`config.mk`:
```
export PLATFORM = sky130hd
export DESIGN_NAME = adc_scan_seq
export DESIGN_NICKNAME = d
export VERILOG_FILES = /design/src/rtl/adc_scan_pkg.sv /design/src/rtl/adc_scan_list.sv /design/src/rtl/adc_scan_ctrl.sv /design/src/rtl/adc_scan_fifo.sv /design/src/rtl/adc_scan_seq.sv
export SDC_FILE = /design/constraint.sdc
export NUM_CORES = 1
export LEC_CHECK = 0
export CORE_MARGIN = 8
export CORE_UTILIZATION = 45
export DETAILED_ROUTE_END_ITERATION = 16
export PLACE_DENSITY = 0.61
export SYNTH_ARGS = -nofsm -noshare
export SYNTH_HDL_FRONTEND = slang
export SYNTH_HIERARCHICAL = 1
export SYNTH_SLANG_ARGS = --single-unit
```
`constraint.sdc`:
```
create_clock -name clk -period 7.3 [get_ports clk]
set_clock_uncertainty 0.15 [all_clocks]
set_input_delay 0.73 -clock clk [delete_from_list [all_inputs] [get_ports clk]]
set_output_delay 0.73 -clock clk [all_outputs]
set_load 0.005 [all_outputs]
```
`src/rtl/adc_scan_pkg.sv`:
```
// Package: shared constants and the channel-list entry type.
// Assumes a 16-bit register bus and a 4-bit slot index.
package adc_scan_pkg;
    localparam int BUS_W     = 16;
    localparam int IDX_W     = 4;
    localparam int NUM_SLOTS = 1 << IDX_W;

    localparam logic [2:0] ADDR_SAMPLE = 3'd0;
    localparam logic [2:0] ADDR_LIST   = 3'd1;
    localparam logic [2:0] ADDR_CTRL   = 3'd2;
    localparam logic [2:0] ADDR_MODE   = 3'd3;
    localparam logic [2:0] ADDR_FLUSH  = 3'd4;

    localparam int MODE_SCAN_BIT = 3;
    localparam int MODE_IRQ_BIT  = 1;
    localparam int CTRL_EXT_BIT  = 15;

    typedef struct packed {
        logic       uni;
        logic [1:0] gain;
        logic [3:0] mux;
    } chan_entry_t;
endpackage

```
`src/rtl/adc_scan_list.sv`:
```
// Channel list: sixteen slot registers, each written by slot index embedded
// in the write data. Assumes wr is a one-cycle strobe. Combinational read.
module adc_scan_list
    import adc_scan_pkg::*;
(
    input  logic                clk,
    input  logic                rst_n,
    input  logic                wr,
    input  logic [BUS_W-1:0]    wdata,
    input  logic [IDX_W-1:0]    rd_idx,
    output chan_entry_t         rd_entry
);
    chan_entry_t slots [NUM_SLOTS];

    generate
        for (genvar s = 0; s < NUM_SLOTS; s++) begin : g_slot
            // Load this slot when the embedded index matches it.
            always_ff @(posedge clk) begin
                if (!rst_n)
                    slots[s] <= '0;
                else if (wr && wdata[11:8] == IDX_W'(s))
                    slots[s] <= '{uni: wdata[7], gain: wdata[5:4], mux: wdata[3:0]};
            end
        end
    endgenerate

    assign rd_entry = slots[rd_idx];
endmodule

```
`src/rtl/adc_scan_ctrl.sv`:
```
// Scan controller: holds mode and control registers, the scan pointer,
// the external start gate and the conversion handshake.
// Assumes conv_done is only meaningful while a conversion is busy.
module adc_scan_ctrl
    import adc_scan_pkg::*;
(
    input  logic                clk,
    input  logic                rst_n,
    input  logic                ctrl_wr,
    input  logic                mode_wr,
    input  logic [BUS_W-1:0]    wdata,
    input  logic                conv_trig,
    input  logic                ext_trig,
    input  logic                conv_done,
    input  chan_entry_t         cur_entry,
    output logic [IDX_W-1:0]    ptr,
    output logic                conv_start,
    output logic                conv_busy,
    output chan_entry_t         sel,
    output logic                eos,
    output logic                irq
);
    logic [IDX_W-1:0] first_idx, last_idx;
    logic             scan_en, irq_en, gated, ext_prev;
    logic             ext_rise, launch, finish, at_last;

    assign ext_rise = ext_trig && !ext_prev;
    assign launch   = conv_trig && !conv_busy && !gated;
    assign finish   = conv_busy && conv_done;
    assign at_last  = !scan_en || (ptr == last_idx);

    // Mode register: scan enable and end-of-scan interrupt enable.
    always_ff @(posedge clk) begin
        if (!rst_n) begin
            scan_en <= 1'b0;
            irq_en  <= 1'b0;
        end else if (mode_wr) begin
            scan_en <= wdata[MODE_SCAN_BIT];
            irq_en  <= wdata[MODE_IRQ_BIT];
        end
    end

    // Control register and external start gate.
    always_ff @(posedge clk) begin
        if (!rst_n) begin
            first_idx <= '0;
            last_idx  <= '0;
            gated     <= 1'b0;
            ext_prev  <= 1'b0;
        end else begin
            ext_prev <= ext_trig;
            if (ctrl_wr) begin
                first_idx <= wdata[3:0];
                last_idx  <= wdata[11:8];
                gated     <= wdata[CTRL_EXT_BIT];
            end else if (gated && ext_rise) begin
                gated <= 1'b0;
            end
        end
    end

    // Scan pointer: reload on control write, step or wrap on finish.
    always_ff @(posedge clk) begin
        if (!rst_n)
            ptr <= '0;
        else if (ctrl_wr)
            ptr <= wdata[3:0];
        else if (finish)
            ptr <= at_last ? first_idx : ptr + 1'b1;
    end

    // Conversion handshake and latched selection for the converter.
    always_ff @(posedge clk) begin
        if (!rst_n) begin
            conv_busy  <= 1'b0;
            conv_start <= 1'b0;
            sel        <= '0;
        end else begin
            conv_start <= launch;
            if (launch) begin
                conv_busy <= 1'b1;
                sel       <= cur_entry;
            end else if (finish) begin
                conv_busy <= 1'b0;
            end
        end
    end

    // End-of-scan and interrupt pulses.
    always_ff @(posedge clk) begin
        if (!rst_n) begin
            eos <= 1'b0;
            irq <= 1'b0;
        end else begin
            eos <= finish && at_last;
            irq <= finish && at_last && irq_en;
        end
    end
endmodule

```
`src/rtl/adc_scan_fifo.sv`:
```
// Sample buffer: circular store with occupancy count, sticky overflow and
// a flush that has priority over push and pop. Head is combinational.
module adc_scan_fifo #(
    parameter int DATA_W = 16,
    parameter int DEPTH  = 16
) (
    input  logic              clk,
    input  logic              rst_n,
    input  logic              push,
    input  logic [DATA_W-1:0] push_data,
    input  logic              pop,
    input  logic              flush,
    output logic [DATA_W-1:0] head,
    output logic              empty,
    output logic              full,
    output logic              overflow
);
    localparam int AW = $clog2(DEPTH);
    localparam int CW = AW + 1;

    logic [DATA_W-1:0] mem [DEPTH];
    logic [AW-1:0]     wptr, rptr;
    logic [CW-1:0]     count;
    logic              do_push, do_pop;

    assign empty   = (count == '0);
    assign full    = (count == CW'(DEPTH));
    assign do_push = push && !full;
    assign do_pop  = pop && !empty;
    assign head    = mem[rptr];

    // Storage write.
    always_ff @(posedge clk) begin
        if (do_push && !flush)
            mem[wptr] <= push_data;
    end

    // Pointers, occupancy and overflow flag.
    always_ff @(posedge clk) begin
        if (!rst_n || flush) begin
            wptr     <= '0;
            rptr     <= '0;
            count    <= '0;
            overflow <= 1'b0;
        end else begin
            if (do_push) wptr <= (wptr == AW'(DEPTH - 1)) ? '0 : wptr + 1'b1;
            if (do_pop)  rptr <= (rptr == AW'(DEPTH - 1)) ? '0 : rptr + 1'b1;
            count    <= count + CW'(do_push) - CW'(do_pop);
            overflow <= overflow || (push && full);
        end
    end
endmodule

```
`src/rtl/adc_scan_seq.sv`:
```
// Top: decodes the register bus, ties the list, controller and sample
// buffer together and registers the read data.
// Assumes single-cycle bus strobes and at most one strobe per cycle.
module adc_scan_seq
    import adc_scan_pkg::*;
#(
    parameter int DATA_W     = 16,
    parameter int FIFO_DEPTH = 16
) (
    input  logic              clk,
    input  logic              rst_n,
    input  logic              bus_wr,
    input  logic              bus_rd,
    input  logic [2:0]        bus_addr,
    input  logic [BUS_W-1:0]  bus_wdata,
    output logic [DATA_W-1:0] bus_rdata,
    input  logic              conv_trig,
    input  logic              ext_trig,
    output logic              conv_start,
    output logic              conv_busy,
    output logic [3:0]        conv_mux,
    output logic [1:0]        conv_gain,
    output logic              conv_unipolar,
    input  logic              conv_done,
    input  logic [DATA_W-1:0] conv_data,
    output logic              eos,
    output logic              irq,
    output logic              fifo_empty,
    output logic              fifo_full,
    output logic              fifo_overflow
);
    logic             list_wr, ctrl_wr, mode_wr, smp_rd, flush_rd;
    logic [IDX_W-1:0] ptr;
    chan_entry_t      cur_entry, sel;
    logic [DATA_W-1:0] head;

    assign list_wr  = bus_wr && bus_addr == ADDR_LIST;
    assign ctrl_wr  = bus_wr && bus_addr == ADDR_CTRL;
    assign mode_wr  = bus_wr && bus_addr == ADDR_MODE;
    assign smp_rd   = bus_rd && bus_addr == ADDR_SAMPLE;
    assign flush_rd = bus_rd && bus_addr == ADDR_FLUSH;

    adc_scan_list u_list (
        .clk(clk), .rst_n(rst_n), .wr(list_wr), .wdata(bus_wdata),
        .rd_idx(ptr), .rd_entry(cur_entry)
    );

    adc_scan_ctrl u_ctrl (
        .clk(clk), .rst_n(rst_n), .ctrl_wr(ctrl_wr), .mode_wr(mode_wr),
        .wdata(bus_wdata), .conv_trig(conv_trig), .ext_trig(ext_trig),
        .conv_done(conv_done), .cur_entry(cur_entry), .ptr(ptr),
        .conv_start(conv_start), .conv_busy(conv_busy), .sel(sel),
        .eos(eos), .irq(irq)
    );

    adc_scan_fifo #(.DATA_W(DATA_W), .DEPTH(FIFO_DEPTH)) u_fifo (
        .clk(clk), .rst_n(rst_n), .push(conv_busy && conv_done),
        .push_data(conv_data), .pop(smp_rd), .flush(flush_rd),
        .head(head), .empty(fifo_empty), .full(fifo_full),
        .overflow(fifo_overflow)
    );

    assign conv_mux      = sel.mux;
    assign conv_gain     = sel.gain;
    assign conv_unipolar = sel.uni;

    // Read data register: oldest sample on a sample read, else zero.
    always_ff @(posedge clk) begin
        if (!rst_n)
            bus_rdata <= '0;
        else if (smp_rd)
            bus_rdata <= fifo_empty ? '0 : head;
    end
endmodule

```
==> flow_summary.ini, run 1 <==
[run_status]
status = complete, no violations

[clock_tree]
h-tree-depth = 2
cts_max_path_buffers = 3
numCtsBuffers = 46
clkLatencyLatePin_ns = 0.55
cts_tree = yes
root_buffer = clkbuf_16
postCtsSetupRepairBufs = 0
clk_pin_slew_ns = 0.06
postCtsHoldBufs = 0
ctsResizeCount = 0
clkSinkCount = 429

[pwr]
seqPwrFrac_pct = 52.0
ir_drop_v = 0.000186
powerDensity_mw_per_mm2 = 260
swShare_pct = 21.3
power_frac_clock_pct = 41.4
comb_power_share_pct = 6.6
p_leak_nw = 6.61
internal_power_mw = 4.16
power_switching_mw = 1.13

[floorplanning]
row_count = 73
initial_core_util_pct = 45.2
die_width_um = 215
die_h_um = 215
die-area_mm2 = 0.0462
ios = 72
placeableCoreArea_mm2 = 0.0394

[global_route]
grt_pass1_vias = 9458
antenna_found_initial = 0
grt_overflow_total = 0
grt_first_pass_wirelength_um = 58900
grtUsageTotal_pct = 16.6
grt_start_max_net_pins = 81

[routing]
initialDrtViolationCount = 647
drc_errors = 0
via_per_inst = 5.56
dr_total_vias = 9308
wl_um = 39100
ant_nets = 0
drtPass1Iterations = 7
route.detailed.wl_per_inst_um = 23.4

[layout]
seqCellArea_mm2 = 0.0123
multi_input_area_mm2 = 0.00518
final_nets = 1167
fill_cells = 3181
drive_gt1_share_pct = 13.4
area_delta_synth_final_pct = 14.3

[worst_setup_path]
slowest_delay_ns = 0.62
critPathCaptureType = output port
path_buf_inv = 3
path_cells = inv_1 -> ha_1 -> or4b_1 -> inv_1 -> clkdlybuf4s50_1
cp.required_ns = 6.42
cp_max_fo = 17
critPathLaunch = u_fifo/count[2]
startpoint_type = flop
cp_slowest_cell = clkdlybuf4s50_1
ff2ff_path_depth = 13
r2r_setup_slack_ns = 4.10
rr_startpoint = u_fifo/count[2]
cpMostUsedCell = inv_1
critPathTopFamily = buffers and inverters
path_class = reg -> out
crit_cells = 5
critPathArrivalTime_ns = 2.77
timing.rr.end = u_fifo/count[4]

[synth]
synth_cell_types = 55
yosysTopAreaCell = edfxtp_1
ys_seq_area_share_pct = 68.9
yosys-top-cells-area = edfxtp_1 62%, mux4_2 8.2%, dfxtp_1 6.9%
syn_area_per_cell_um2 = 17.2
ys.flop_type = edfxtp_1
syn_inst = 1034
mappedNetlistNets = 1089
synth_edf_count = 368
netlist_area_mm2 = 0.0178
yosysWarnings = 6
synth.top_cell.area_share_pct = 62.0
ys_async_sr_fraction_pct = 0
synth_seq_cells = 429

[worst_hold_path]
hold_depth = 2
min_to = bus_rdata[12]
min-delay-path-class = reg -> reg
hold_start = bus_rdata[12]

[sta]
fin_ws_ns = 3.65
tns_ns = 0
tightest_slew_ns = 1.27
rsz0062_at_grt = false
maxSlewHeadroom_pct = 14.5
setup_viol = 0
timing.fmax_ghz = 0.274
finalCriticalPeriod_ns = 3.65
hold_viol = 0
period_share_pct = 50.0
report.final.slew_viol_count = 0

[placement]
hpwl_um = 23400
place_congestion = 0.736
pre_cts_ws_ns = 3.32
io_buffers = 67

[run]
maxCapViolCount = 0
## through the flow
stage / cells / total power, mW / util [%] / hold slack (ns) / cell area [um^2]
final: 1673 / 5.29 / 51.7 / 0.310 / 20400
after global routing: 1672 / 5.46 / 51.7 / 0.334 / 20400
after CTS: 1672 / 5.34 / 51.7 / 0.313 / 20400
after detailed placement: 1589 / 3.15 / 48.1 / 0.294 / 18900
after global placement: 1589 / 3.15 / 48.1 / 0.288 / 18900
after floorplan: 1034 / 3.00 / - / 0.279 / 17800
## tightest hold or removal path: cells and delay by family (launching register included)
kind	cells	cell delay (ns)
muxes	1	0.05
DFF	1	0.31
and+or+nand+nor	1	0.05
## worst max path at each step
stage	endpoint	slack, ns
after floorplan	u_fifo/count[4]	4.18
after global placement	u_fifo/count[4]	3.31
after detailed placement	u_fifo/count[4]	3.32
after CTS	fifo_empty	3.62
after global routing	fifo_empty	3.52
final	fifo_empty	3.65
## kinds of logic (layout without fill, tap and decap cells)
kind of cell	count (synthesis)	in the layout	share of synthesized area, %
other	0	1	0
AO/OA/AOI/OAI	90	90	3.45
AND/OR/NAND/NOR	299	299	9.77
buffers and inverters	64	177	2.17
flip-flops	429	429	68.9
XOR/XNOR	11	11	0.541
adder cells (fa/ha/maj)	13	13	0.955
multiplexers	128	128	14.2
## placed cells by master, fill, tap and decap left out, types with 18 or more instances in the layout
master	count
a22oi_1	46
and2_1	136
clkbuf_16	49
clkdlybuf4s50_1	66
dfxtp_1	57
edfxtp_1	368
mux2i_1	36
mux4_1	27
mux4_2	65
nand2_1	50
nand3b_1	18
nor2_1	27
nor2b_1	23
o21ai_0	21
## layout make-up
cell class,instances,area share (%)
Multi-Input combinational cell,541,25.4
Inverter,13,0.240
Tap cell,525,3.23
Clock inverter,16,0.492
Clock buffer,67,6.50
Sequential cell,429,60.3
Timing Repair Buffer,81,3.79
Antenna cell,1,0.0123
## layer usage
metal	wire, um	global-route usage, %	up-vias
met4	918	5.19	0
met5	0	0	-
met2	19700	28.6	232
met1	16600	21.4	4806
li1	-	-	4207
met3	1760	2.77	63
## synthesized netlist by cell type, drive strengths merged, types with 2 or more instances
cell type and n:
nor2b 23, o311ai 3, xnor2 3, nor4b 2, nand3 10, mux4 92
nand4 2, and2 136, a311o 2, ha 12, edfxtp 368, a21oi 15
or3 2, nand4b 4, dfxtp 61, dlygate4sd1 3, and3 3, buf 24
nor3 3, nand3b 18, mux2i 36, inv 13, nand2 51, clkbuf 23
a22oi 46, nand2b 7, nor2 27, xor2 8, nand4bb 2, o21ai 21
## power groups by stage
stage,Clock [mW],Combinational [mW],Sequential (mW)
finish,2.19,0.349,2.75
global route,2.33,0.377,2.75
CTS,2.24,0.353,2.75
detailed placement,0,0.352,2.80
global placement,0,0.349,2.80
floorplan,0,0.215,2.78
## flip-flops by register name (all words and copies together) (netlist names), 4 cells and up, named ones only
name / cells
u_fifo/mem: 256
u_list/slots: 112
bus_rdata: 16
u_ctrl/sel: 7
u_fifo/count: 5
u_ctrl/first_idx: 4
u_ctrl/last_idx: 4
u_ctrl/ptr: 4
u_fifo/rptr: 4
u_fifo/wptr: 4
Note: power is estimated with default switching activity, not from simulation.
==> run 2: changes to the inputs <==
- clock period: 7.3 -> 3.4 ns (I/O delays scaled with it)
==> flow_summary.ini, run 2 (synthesis results as in run 1) <==
[worst_setup_path]
startpoint_type = flop
critPathArrivalTime_ns = 3.56
cp.required_ns = 3.74
cp_slowest_cell = or4b_1
path_cells = inv_1 -> ha_1 -> or4b_1 -> nand2_1 -> inv_1 -> ha_1 -> inv_1 -> ha_1 -> fa_1 -> a21oi_1 -> nor2_1 -> or3_1 -> a21oi_1
critPathCaptureType = flop
path_class = reg -> reg
cp_max_fo = 5
slowest_delay_ns = 0.53

[clock_tree]
cts_tree = yes
root_buffer = clkbuf_16
postCtsSetupRepairBufs = 0
postCtsHoldBufs = 0
ctsResizeCount = 0
clkLatencyLatePin_ns = 0.57
h-tree-depth = 2
numCtsBuffers = 45
clk_pin_slew_ns = 0.06
cts_max_path_buffers = 3
clkSinkCount = 429

[placement]
io_buffers = 67
place_congestion = 0.777
hpwl_um = 25200
placed_cell_area_mm2 = 0.0194

[layout]
antennaDiodeCount = 0
fill_cells = 3138
multi_input_area_mm2 = 0.00518
largest_reg_flops = 256
regMostFlops = u_fifo/mem
area_delta_synth_final_pct = 16.5
stdcell_area_mm2 = 0.0208
seqCellArea_mm2 = 0.0123
final_cell_mix = 368 x edfxtp_1, 136 x and2_1, 66 x clkdlybuf4s50_1, 65 x mux4_2, 58 x dfxtp_1
final_nets = 1208
layout_commonest_cell = edfxtp_1
reg_top3 = u_fifo/mem x256, u_list/slots x112, bus_rdata x16
drive_gt1_share_pct = 16.6

[routing]
drtPass1Iterations = 6
ant_nets = 0
wl_um = 40200
drc_errors = 0
initialDrtViolationCount = 677
via_per_inst = 5.51
route.detailed.wl_per_inst_um = 23.5
dr_total_vias = 9439

[global_route]
antenna_found_initial = 2
grt_first_pass_wirelength_um = 61000
grt_overflow_total = 0
grt_pass1_vias = 9636
grtUsageTotal_pct = 17.4
grt_start_max_net_pins = 38

[sta]
hold_viol = 0
timing.fmax_ghz = 0.311
finalCriticalPeriod_ns = 3.22
rsz0062_at_grt = false
tightest_slew_ns = 0.926
period_share_pct = 94.6
setup_viol = 0
report.final.slew_viol_count = 0
maxSlewHeadroom_pct = 38.3
tns_ns = 0

[floorplanning]
initial_core_util_pct = 45.2
die-area_mm2 = 0.0462
die_h_um = 215
placeableCoreArea_mm2 = 0.0394
die_width_um = 215
row_count = 73
ios = 72

[pwr]
ir_drop_v = 0.000482
powerDensity_mw_per_mm2 = 545
p_leak_nw = 6.84

[worst_hold_path]
min-delay-path-class = in -> reg

[run_status]
status = complete, no violations

[run]
maxCapViolCount = 0
==> run 2: cell types whose count changed in the layout (fill, tap and decap cells not counted) <==
cell / previous run / this run
diode_2: 1 / 0
clkbuf_8: 3 / 4
dfxtp_1: 57 / 58
buf_12: 0 / 10
clkbuf_1: 15 / 18
clkinv_8: 0 / 1
buf_4: 14 / 46
dfxtp_2: 3 / 2
clkinv_2: 7 / 10
clkinv_1: 7 / 1
clkbuf_16: 49 / 46
==> run 2: worst max-delay path, delay by kind of cell (launching register included) <==
family          cells  cell delay, ns
buf+inv             3            0.17
fa+ha+maj           4            1.05
simple gates        4            1.13
compound gates      2            0.31
flops               1            0.31
==> run 2: final timing paths <==
kind / startpoint / endpoint / slack, ns / depth (start not counted)
worst max-delay path: u_fifo/count[2] / u_fifo/count[4] / 0.18 / 13
worst min-delay path: rst_n / u_ctrl/conv_busy / 0.15 / 2
worst max register to register: u_fifo/count[2] / u_fifo/count[4] / 0.18 / 13
worst min register to register: bus_rdata[11] / bus_rdata[11] / 0.31 / 2
==> run 2: stage by stage <==
step                      power [mW]  setup WS [ns]  utilization, %  hold slack (ns)  std cells
after floorplan                 6.43          0.414               -            0.279       1034
after global placement          6.81          0.160            49.2            0.290       1631
after detailed placement        6.82          0.170            49.2            0.295       1631
after CTS                       11.4          0.191            52.7            0.126       1713
after global routing            11.7         0.0215            52.7            0.171       1713
final                           11.3          0.184            52.7            0.154       1713
==> run 2: cell type report <==
class                           instances  share of cell area [%]
Clock buffer                           68                    6.14
Clock inverter                         14                   0.524
Inverter                               13                   0.235
Multi-Input combinational cell        541                    25.0
Sequential cell                       429                    59.2
Tap cell                              525                    3.16
Timing Repair Buffer                  123                    5.84
==> run 2: power breakdown <==
part | internal, mW | total [mW] | switching, mW
clock network | 2.66 | 4.61 | 1.95
logic | 0.372 | 0.810 | 0.438
registers | 5.83 | 5.89 | 0.0595
==> run 2: per-layer routing <==
metal  global-route usage, %  up-vias  wire (um)  part of all wire, %
li1                        -     4288          -                    -
met1                    24.8     4815      18200                   45
met2                    27.4      273      18800                   47
met3                    3.30       61       2450                  6.1
met4                    4.59        2        818                  2.0
met5                       0        -         13                0.032
==> run 3: changes to the inputs <==
- CAP_MARGIN: not set -> 20
- CORE_UTILIZATION: 45 -> 25
- PLACE_DENSITY: 0.61 -> 0.39
- SKIP_LAST_GASP: not set -> 1
==> flow_summary.ini, run 3 (synthesis results as in run 1) <==
[clock_tree]
root_buffer = clkbuf_16
cts_tree = yes
clkSinkCount = 429
h-tree-depth = 2
clk_pin_slew_ns = 0.05
numCtsBuffers = 51
cts_max_path_buffers = 3
ctsResizeCount = 0
clkLatencyLatePin_ns = 0.63
postCtsSetupRepairBufs = 0
postCtsHoldBufs = 1

[sta]
rsz0062_at_grt = false
finalCriticalPeriod_ns = 3.13
tightest_slew_ns = 1.09
holdWs_ns = 0.241
maxSlewHeadroom_pct = 27.4
period_share_pct = 91.9
report.final.slew_viol_count = 0
hold_viol = 0
tns_ns = 0
setup_viol = 0
timing.fmax_ghz = 0.320

[layout]
fill_cells = 6942
regMostFlops = u_fifo/mem
final_nets = 1214
layout_commonest_cell = edfxtp_1
area_delta_synth_final_pct = 20.4
drive_gt1_share_pct = 17.3
reg_top3 = u_fifo/mem x256, u_list/slots x112, bus_rdata x16
final_cell_mix = 368 x edfxtp_1, 136 x and2_1, 66 x clkdlybuf4s50_1, 65 x mux4_2, 58 x dfxtp_1
largest_reg_flops = 256

[run]
maxCapViolCount = 0

[placement]
place_congestion = 0.683
hpwl_um = 29400
io_buffers = 67

[global_route]
grt_first_pass_wirelength_um = 68800
grt_pass1_vias = 9981
grt_overflow_total = 0
grt_start_max_net_pins = 32
antenna_found_initial = 0
grtUsageTotal_pct = 11.4

[pwr]
p_leak_nw = 6.92
powerDensity_mw_per_mm2 = 554
internal_power_mw = 9.13
power_frac_clock_pct = 43.4
finalPower_mw = 11.9
comb_power_share_pct = 7.1
power_switching_mw = 2.75
seqPwrFrac_pct = 49.5
swShare_pct = 23.1
ir_drop_v = 0.000352

[routing]
drtPass1Iterations = 5
ant_nets = 0
initialDrtViolationCount = 613
drc_errors = 0
route.detailed.wl_per_inst_um = 21.6
wl_um = 46500
via_per_inst = 4.36
dr_total_vias = 9389

[floorplanning]
die-area_mm2 = 0.0801
row_count = 98
die_h_um = 283
die_width_um = 283
placeableCoreArea_mm2 = 0.0710
initial_core_util_pct = 25.1
ios = 72

[run_status]
status = complete, no violations

[worst_setup_path]
critPathLaunch = u_fifo/count[3]
cp_max_fo = 5
r2r_setup_slack_ns = 0.27
critPathArrivalTime_ns = 3.45
startpoint_type = flop
cp.required_ns = 3.73
path_class = reg -> reg
crit_path_end = u_fifo/count[4]
timing.rr.end = u_fifo/count[4]
critPathCaptureType = flop
ff2ff_path_depth = 13
rr_startpoint = u_fifo/count[3]

[worst_hold_path]
min-delay-path-class = in -> reg
==> run 3: worst min-delay path by stage <==
stage                   from              end  cells after the start  slack [ns]
2_1_floorplan  u_ctrl/irq_en       u_ctrl/irq                      1        0.28
3_3_place_gp    bus_rdata[2]     bus_rdata[2]                      2        0.30
3_5_place_dp   bus_rdata[10]    bus_rdata[10]                      2        0.30
4_1_cts             ext_trig  u_ctrl/ext_prev                      2        0.21
5_1_grt             ext_trig  u_ctrl/ext_prev                      2        0.23
6_report            ext_trig  u_ctrl/ext_prev                      2        0.24
==> run 3: metal layers <==
| layer | track usage [%] | vias up | part of all wire (%) |
|---|---|---|---|
| met4 | 2.79 | 0 | 1.8 |
| met1 | 15.4 | 4895 | 47 |
| met2 | 18.8 | 141 | 47 |
| met3 | 2.03 | 50 | 3.6 |
| met5 | 0 | - | 0 |
| li1 | - | 4303 | - |
==> run 3: critical path: stages (launching register included) <==
cell and delay (ns):
dfxtp_1 0.31, inv_1 0.08, ha_1 0.16, or4b_1 0.53, nand2_1 0.13, inv_1 0.05, ha_1 0.26, inv_1 0.04
ha_1 0.20, fa_1 0.44, a21oi_1 0.17, nor2_1 0.06, or3_1 0.34, a21oi_1 0.14
==> run 3: stage by stage <==
| stage | instance area, um^2 | instances | util [%] | worst slack, ns |
|---|---|---|---|---|
| CTS | 21400 | 2151 | 30.2 | 0.259 |
| detailed placement | 19800 | 2055 | 27.9 | 0.0525 |
| floorplan | 17800 | 1034 | - | 0.414 |
| finish | 21400 | 2154 | 30.2 | 0.275 |
| global placement | 19800 | 2055 | 27.9 | 0.124 |
| global route | 21400 | 2151 | 30.2 | 0.0248 |
==> run 3: final cells by class <==
class	instances	area (um^2)	share of cell area, %
Timing Repair Buffer	123	1130	5.25
Inverter	13	48.8	0.228
Clock buffer	60	1310	6.11
Multi-Input combinational cell	541	5190	24.2
Tap cell	950	1190	5.54
Antenna cell	3	7.51	0.0350
Clock inverter	35	297	1.38
Sequential cell	429	12300	57.3
==> run 3: power groups by stage <==
stage	Clock (mW)	Combinational [mW]	Sequential [mW]
after CTS	5.34	0.874	5.89
after detailed placement	0	0.871	6.00
after global placement	0	0.870	5.99
after global routing	5.52	0.931	5.90
after floorplan	0	0.463	5.97
final	5.15	0.845	5.88
